File: config.mk
export PLATFORM = sky130hd
export DESIGN_NAME = irq_group_combiner
export DESIGN_NICKNAME = d
export VERILOG_FILES = /design/src/rtl/irq_group_combiner_pkg.sv /design/src/rtl/irq_group_cell.sv /design/src/rtl/irq_group_regfile.sv /design/src/rtl/irq_group_combiner.sv
export SDC_FILE = /design/constraint.sdc
export NUM_CORES = 2
export LEC_CHECK = 0
export BUFFER_PORTS_ARGS = -buffer_cell sky130_fd_sc_hd__buf_2
export CORE_MARGIN = 10
export CORE_UTILIZATION = 33
export CTS_CLUSTER_SIZE = 24
export DETAILED_ROUTE_END_ITERATION = 6
export PLACE_DENSITY_LB_ADDON = 0.08
export SKIP_LAST_GASP = 1
export SLEW_MARGIN = 20
export SYNTH_ARGS = -nofsm -noshare
export SYNTH_HDL_FRONTEND = slang
export SYNTH_SLANG_ARGS = --single-unit
File: constraint.sdc
create_clock -name clk -period 2.6 [get_ports clk]
set_input_delay 0.13 -clock clk [delete_from_list [all_inputs] [get_ports clk]]
set_output_delay 0.13 -clock clk [all_outputs]
set_load 0.02 [all_outputs]
File: src/rtl/irq_group_combiner_pkg.sv
package irq_group_combiner_pkg;

    // Sources per group; fixed by the byte-lane layout of the register quads.
    localparam int LANE_W = 8;

    // Register selected by address bits [3:2] inside a quad.
    typedef enum logic [1:0] {
        SEL_SET    = 2'd0,
        SEL_CLR    = 2'd1,
        SEL_RAW    = 2'd2,
        SEL_MASKED = 2'd3
    } quad_sel_e;

    // Per-group state.
    typedef struct packed {
        logic [LANE_W-1:0] mask;
        logic [LANE_W-1:0] pend;
        logic              req;
    } grp_state_t;

    // Stored words that do not reset to zero.
    localparam logic [31:0] STORED_RST_WORD = 32'h0101_0101;
    localparam int          STORED_RST_QA   = 12;
    localparam int          STORED_RST_QB   = 13;

endpackage

File: src/rtl/irq_group_cell.sv
module irq_group_cell
    import irq_group_combiner_pkg::*;
#(
    parameter bit ACCEPT = 1'b1
) (
    input  logic              clk,
    input  logic              rst_n,
    input  logic [LANE_W-1:0] src_in,
    input  logic [LANE_W-1:0] set_bits,
    input  logic [LANE_W-1:0] clr_bits,
    output logic [LANE_W-1:0] mask_o,
    output logic [LANE_W-1:0] pend_o,
    output logic              req_o
);

    grp_state_t st_d, st_q;

    always_comb begin
        st_d      = st_q;
        st_d.pend = ACCEPT ? src_in : '0;
        st_d.mask = (st_q.mask | set_bits) & ~clr_bits;
        st_d.req  = |(st_d.mask & st_d.pend);
    end

    always_ff @(posedge clk or negedge rst_n) begin
        if (!rst_n) begin
            st_q <= '0;
        end else begin
            st_q <= st_d;
        end
    end

    assign mask_o = st_q.mask;
    assign pend_o = st_q.pend;
    assign req_o  = st_q.req;

    // bits written by enable-set are set one clock later
    a_r4_set_sticks: assert property (@(posedge clk) disable iff (!rst_n)
        (set_bits != '0) |=> ((mask_o & $past(set_bits)) == $past(set_bits)));

    // bits written by enable-clear are cleared one clock later
    a_r5_clr_clears: assert property (@(posedge clk) disable iff (!rst_n)
        (clr_bits != '0) |=> ((mask_o & $past(clr_bits)) == '0));

    generate
        if (ACCEPT) begin : g_live
            // pending follows the input lines one clock later
            a_r2_pend_follows: assert property (@(posedge clk) disable iff (!rst_n)
                1'b1 |=> (pend_o == $past(src_in)));
        end else begin : g_dead
            // a group outside the accepted range never requests
            a_r11_ignored: assert property (@(posedge clk) disable iff (!rst_n)
                (src_in != '0) |=> (!req_o && pend_o == '0));
        end
    endgenerate

endmodule

File: src/rtl/irq_group_regfile.sv
module irq_group_regfile
    import irq_group_combiner_pkg::*;
#(
    parameter int NUM_GROUPS = 64,
    parameter int ADDR_W     = 10
) (
    input  logic                         clk,
    input  logic                         rst_n,
    input  logic [ADDR_W-1:0]            bus_addr,
    input  logic                         bus_wr,
    input  logic [31:0]                  bus_wdata,
    input  logic [NUM_GROUPS*LANE_W-1:0] mask_flat,
    input  logic [NUM_GROUPS*LANE_W-1:0] pend_flat,
    input  logic [NUM_GROUPS-1:0]        grp_req,
    output logic [NUM_GROUPS*LANE_W-1:0] set_flat,
    output logic [NUM_GROUPS*LANE_W-1:0] clr_flat,
    output logic [31:0]                  bus_rdata,
    output logic                         bus_err
);

    localparam int QUADS     = NUM_GROUPS / 4;
    localparam int QW        = (QUADS > 1) ? $clog2(QUADS) : 1;
    localparam int QF_W      = ADDR_W - 4;
    localparam int SUM_WORDS = (NUM_GROUPS + 31) / 32;

    typedef struct packed {
        logic [QUADS-1:0][1:0][31:0] words;
        logic                        err;
    } rf_state_t;

    rf_state_t rf_d, rf_q;

    logic [QF_W-1:0]           quad_f;
    logic [QW-1:0]             quad_i;
    quad_sel_e                 sel;
    logic                      in_grp;
    logic                      in_sum;
    logic                      wr_ok;
    logic [SUM_WORDS*32-1:0]   sum_pad;
    logic [NUM_GROUPS*LANE_W-1:0] masked_flat;

    assign quad_f      = bus_addr[ADDR_W-1:4];
    assign quad_i      = quad_f[QW-1:0];
    assign sel         = quad_sel_e'(bus_addr[3:2]);
    assign in_grp      = (quad_f < QF_W'(QUADS));
    assign in_sum      = (quad_f == QF_W'(QUADS)) && (int'(bus_addr[3:2]) < SUM_WORDS);
    assign wr_ok       = in_grp && (sel == SEL_SET || sel == SEL_CLR);
    assign masked_flat = mask_flat & pend_flat;

    always_comb begin
        sum_pad                 = '0;
        sum_pad[NUM_GROUPS-1:0] = grp_req;
    end

    // Write decode and next state.
    always_comb begin
        rf_d     = rf_q;
        rf_d.err = 1'b0;
        set_flat = '0;
        clr_flat = '0;
        if (bus_wr) begin
            if (wr_ok && sel == SEL_SET) begin
                rf_d.words[quad_i][0]     = bus_wdata;
                set_flat[quad_i*32 +: 32] = bus_wdata;
            end else if (wr_ok) begin
                rf_d.words[quad_i][1]     = bus_wdata;
                clr_flat[quad_i*32 +: 32] = bus_wdata;
            end else begin
                rf_d.err = 1'b1;
            end
        end
    end

    // Read mux.
    always_comb begin
        bus_rdata = '0;
        if (in_grp) begin
            unique case (sel)
                SEL_SET:    bus_rdata = rf_q.words[quad_i][0];
                SEL_CLR:    bus_rdata = rf_q.words[quad_i][1];
                SEL_RAW:    bus_rdata = pend_flat[quad_i*32 +: 32];
                SEL_MASKED: bus_rdata = masked_flat[quad_i*32 +: 32];
                default:    bus_rdata = '0;
            endcase
        end else if (in_sum) begin
            bus_rdata = sum_pad[bus_addr[3:2]*32 +: 32];
        end
    end

    always_ff @(posedge clk or negedge rst_n) begin
        if (!rst_n) begin
            for (int q = 0; q < QUADS; q++) begin
                for (int w = 0; w < 2; w++) begin
                    rf_q.words[q][w] <= (q == STORED_RST_QA || q == STORED_RST_QB)
                                        ? STORED_RST_WORD : 32'h0;
                end
            end
            rf_q.err <= 1'b0;
        end else begin
            rf_q <= rf_d;
        end
    end

    assign bus_err = rf_q.err;

    // a rejected write raises the error pulse in the next clock
    a_r10_err_pulse: assert property (@(posedge clk) disable iff (!rst_n)
        (bus_wr && !wr_ok) |=> bus_err);

    // a rejected write drives no set or clear lanes
    a_r10_no_lanes: assert property (@(posedge clk) disable iff (!rst_n)
        (bus_wr && !wr_ok) |-> (set_flat == '0 && clr_flat == '0));

    // an accepted write leaves the error output low
    a_r10_ok_quiet: assert property (@(posedge clk) disable iff (!rst_n)
        (bus_wr && wr_ok) |=> !bus_err);

endmodule

File: src/rtl/irq_group_combiner.sv
module irq_group_combiner
    import irq_group_combiner_pkg::*;
#(
    parameter int NUM_GROUPS = 64,
    parameter int ADDR_W     = 10,
    parameter bit EXT_MODE   = 1'b0,
    parameter int EXT_GROUPS = 16
) (
    input  logic                         clk,
    input  logic                         rst_n,
    input  logic [NUM_GROUPS*LANE_W-1:0] irq_src,
    input  logic [ADDR_W-1:0]            bus_addr,
    input  logic                         bus_wr,
    input  logic [31:0]                  bus_wdata,
    output logic [31:0]                  bus_rdata,
    output logic [NUM_GROUPS-1:0]        grp_irq,
    output logic                         bus_err
);

    localparam int LINES = NUM_GROUPS * LANE_W;

    logic [LINES-1:0] mask_flat;
    logic [LINES-1:0] pend_flat;
    logic [LINES-1:0] set_flat;
    logic [LINES-1:0] clr_flat;

    irq_group_regfile #(
        .NUM_GROUPS (NUM_GROUPS),
        .ADDR_W     (ADDR_W)
    ) u_regs (
        .clk       (clk),
        .rst_n     (rst_n),
        .bus_addr  (bus_addr),
        .bus_wr    (bus_wr),
        .bus_wdata (bus_wdata),
        .mask_flat (mask_flat),
        .pend_flat (pend_flat),
        .grp_req   (grp_irq),
        .set_flat  (set_flat),
        .clr_flat  (clr_flat),
        .bus_rdata (bus_rdata),
        .bus_err   (bus_err)
    );

    generate
        for (genvar g = 0; g < NUM_GROUPS; g++) begin : g_grp
            localparam bit LIVE = !(EXT_MODE && (g >= EXT_GROUPS));
            irq_group_cell #(
                .ACCEPT (LIVE)
            ) u_cell (
                .clk      (clk),
                .rst_n    (rst_n),
                .src_in   (irq_src[g*LANE_W +: LANE_W]),
                .set_bits (set_flat[g*LANE_W +: LANE_W]),
                .clr_bits (clr_flat[g*LANE_W +: LANE_W]),
                .mask_o   (mask_flat[g*LANE_W +: LANE_W]),
                .pend_o   (pend_flat[g*LANE_W +: LANE_W]),
                .req_o    (grp_irq[g])
            );
        end
    endgenerate

    // a request needs at least one pending source somewhere
    a_r3_req_needs_pend: assert property (@(posedge clk) disable iff (!rst_n)
        (grp_irq != '0) |-> (pend_flat != '0));

endmodule

==> flow_summary.ini <==
[run_status]
status = finished with violations
violations = negative setup slack

[logic_synthesis]
synth.most_common_cell = dfrtp_1
ys_seq_elements = 2113
synthTopCellsByArea = dfrtp_1, mux2_2, mux4_2, o21ai_0, o211ai_1
ys_seq_area_share_pct = 55.6
synth_area_um2 = 95100
yosysTopAreaCell = dfrtp_1
synth_edf_count = 0
syn_avg_cell_area_um2 = 12.7
synthCells = 7478
synth_top_area_share_pct = 55.2
synth_nets = 8040
yosysWarnings = 0
synthTopCellsByCount = dfrtp_1, mux2_2, o21ai_0
ys_async_sr_fraction_pct = 100
synth-main-ff-cell = dfrtp_1
synth.distinct_cells = 82

[floorplanning]
dieArea_um2 = 310000
core_um2 = 287000
start_util_pct = 33.1
fp.dieH_um = 557
rows = 197
die_w_um = 557
io_pins = 654

[setup_path]
critPathMaxFanout = 3
worstSetupPathType = register to output pin
endpoint_kind = output pin
critPathLaunchType = register
arrival_ns = 3.41
crit_required_ns = 2.47

[sta]
worst-slew-pin-transition_ns = 0.909
finalSetupViolCount = 33
rsz0062_at_grt = true
finalCritPeriodShare_pct = 136
clock_skew_ns = 0.0443
hold_viol_final = 0
drv_slew = 0
clock.fmax_mhz = 282
worst_slack_ns = -0.944
min_period_ns = 3.54
slew_headroom_pct = 39.1

[layout]
areaGrowthSynthToFinish_pct = 42.1
ff_latch_area_um2 = 52900
nets = 10700
n_fill_cell = 25900
drive_gt1_share_pct = 42.1
multiInputGateArea_um2 = 41800
final_area_um2 = 135000

[run]
cap_violations = 0

[global_routing]
grt_overflow = 0
grt_pass1_wl_um = 693000
grt_max_degree = 115
grt_pass1_vias = 82800
track_usage_pct = 31.8
antenna_found_initial = 73

[placed_design]
placed_area_um2 = 115000
place_ws_ns = -1.05
dp_hpwl_um = 368000
portBuffers = 651
place_congestion = 1.03

[power]
power.total_mw = 80.9
swShare_pct = 27.6
max-vdd-ir-drop_mv = 0.671
p_sw_mw = 22.3
power_frac_seq_pct = 43.3
p_int_mw = 58.6
p_per_area_nw_per_um2 = 599
combPwrFrac_pct = 14.2
clkPwrFrac_pct = 42.5
leakagePower_nw = 61.2

[drt]
route.detailed.drc = 0
wl_um = 507000
first_iter_violations = 8390
wire_per_inst_um = 36.0
drtAntennaViolNets = 0
firstDrtPassIters = 6
vias = 80500
vias_per_cell = 5.71

[cts]
clk-insertion-delay-late_ns = 0.95
clockBufferDepth = 4
cts-htree-levels = 4
cts_buffers = 243
clk_pin_slew_ns = 0.06
cts_tree = built
cts_root_buf = clkbuf_16
cts.sinks = 2113

[min_path]
min_path_type = primary input to register
==> power groups by stage <==
| stage | combinational [mW] | sequential (mW) | clock [mW] |
|---|---|---|---|
| finish | 11.5 | 35.0 | 34.3 |
| floorplan | 3.72 | 35.3 | 0 |
| detailed placement | 9.56 | 35.6 | 0 |
| global route | 11.8 | 35.2 | 36.2 |
| global placement | 9.49 | 35.5 | 0 |
| CTS | 11.3 | 35.0 | 34.9 |
==> area by class of cell <==
class / count / area share, %
clock inverter: 61 / 0.569
inverter: 9 / 0.0435
sequential: 2113 / 39.1
clock buffer: 369 / 5.20
tap: 3781 / 3.50
multi-input combinational: 4593 / 30.9
antenna: 39 / 0.0722
timing repair buffer: 3137 / 20.6
==> timing repair <==
item	in CTS	in global routing
endpoints found under the hold margin	2596	0
gates resized for setup	339	96
endpoints found under the setup margin	32	35
hold buffers	1071	0
setup buffers	6	11
pin swaps	128	67
==> per-stage QoR <==
step	utilization [%]	instances	TNS [ns]	hold slack (ns)
floorplan	-	7478	-14.87	-0.166
global placement	39.9	12600	-375.39	0.153
detailed placement	39.9	12600	-376.74	0.138
CTS	46.8	14100	-18.82	0.000101
global route	47.0	14100	-18.06	0.0210
finish	47.0	14100	-16.57	0.0338
==> final timing paths <==
kind	startpoint	to	slack, ns	depth (start not counted)
worst max register to register	g_grp[0].u_cell.mask_o[6]$_DFF_PN0_	g_grp[0].u_cell.req_o$_DFF_PN0_	0.64	5
worst max-delay path	g_grp[18].u_cell.mask_o[5]$_DFF_PN0_	bus_rdata[21]	-0.94	8
worst min-delay path	irq_src[108]	g_grp[13].u_cell.req_o$_DFF_PN0_	0.03	4
worst min register to register	u_regs.rf_q[691]$_DFFE_PN0P_	u_regs.rf_q[691]$_DFFE_PN0P_	0.49	1
max in group asynchronous	rst_n	u_regs.rf_q[857]$_DFFE_PN1P_	1.48	4
min in group asynchronous	rst_n	g_grp[63].u_cell.mask_o[0]$_DFF_PN0_	0.14	3
==> registers in the layout (all words and copies together), names as in the netlist <==
register             cells
g_grp.u_cell.req_o      64
g_grp.u_cell.pend_o    512
g_grp.u_cell.mask_o    512
u_regs.bus_err           1
u_regs.rf_q           1024
==> cell usage in the layout, fill, tap and decap left out, types with 31 or more instances in the layout <==
cell and instances:
nand2_1 503, clkbuf_16 243, clkbuf_1 79, o21ai_0 515, nand3_2 36, mux2i_1 166, nand3_1 133, o21ai_1 67
nor3_1 31, a22oi_1 224, diode_2 39, o31ai_1 199, buf_12 224, mux2_2 1225, dfrtp_1 2097, clkbuf_8 47
buf_6 58, dlygate4sd3_1 1069, buf_4 1164, clkinv_2 34, nand4_1 164, mux4_2 256, nand2b_1 36, a21oi_1 109
o211ai_1 280, nor3_4 31, buf_2 614
==> per-layer routing <==
layer	share of wire [%]	track usage [%]	up-vias
li1	-	-	33400
met1	40	40.9	42400
met4	8.4	20.7	20
met3	7.1	5.44	1038
met2	45	49.5	3648
met5	0.027	0	-
==> worst max-delay path: stages (launching register included) <==
cell	delay [ns]
dfrtp_1	0.39
o21ai_0	0.51
a22oi_1	0.20
o211ai_1	0.25
nor3_4	0.20
buf_12	0.17
or4_4	0.43
buf_12	0.15
buf_4	0.15
==> cell families (layout without fill, tap and decap cells) <==
kind of cell    count (synthesis)  after routing  share of synthesized area, %
simple gates                 1213           1213                          6.39
compound gates               1684           1684                          11.6
flops                        2113           2113                          55.6
other cells                     0             39                             0
xor+xnor                        2              2                        0.0184
fa+ha+maj                       5              5                        0.0658
buf+inv                       772           3576                          3.50
mux                          1689           1689                          22.8
No activity file was read; power rests on OpenSTA's default activity.
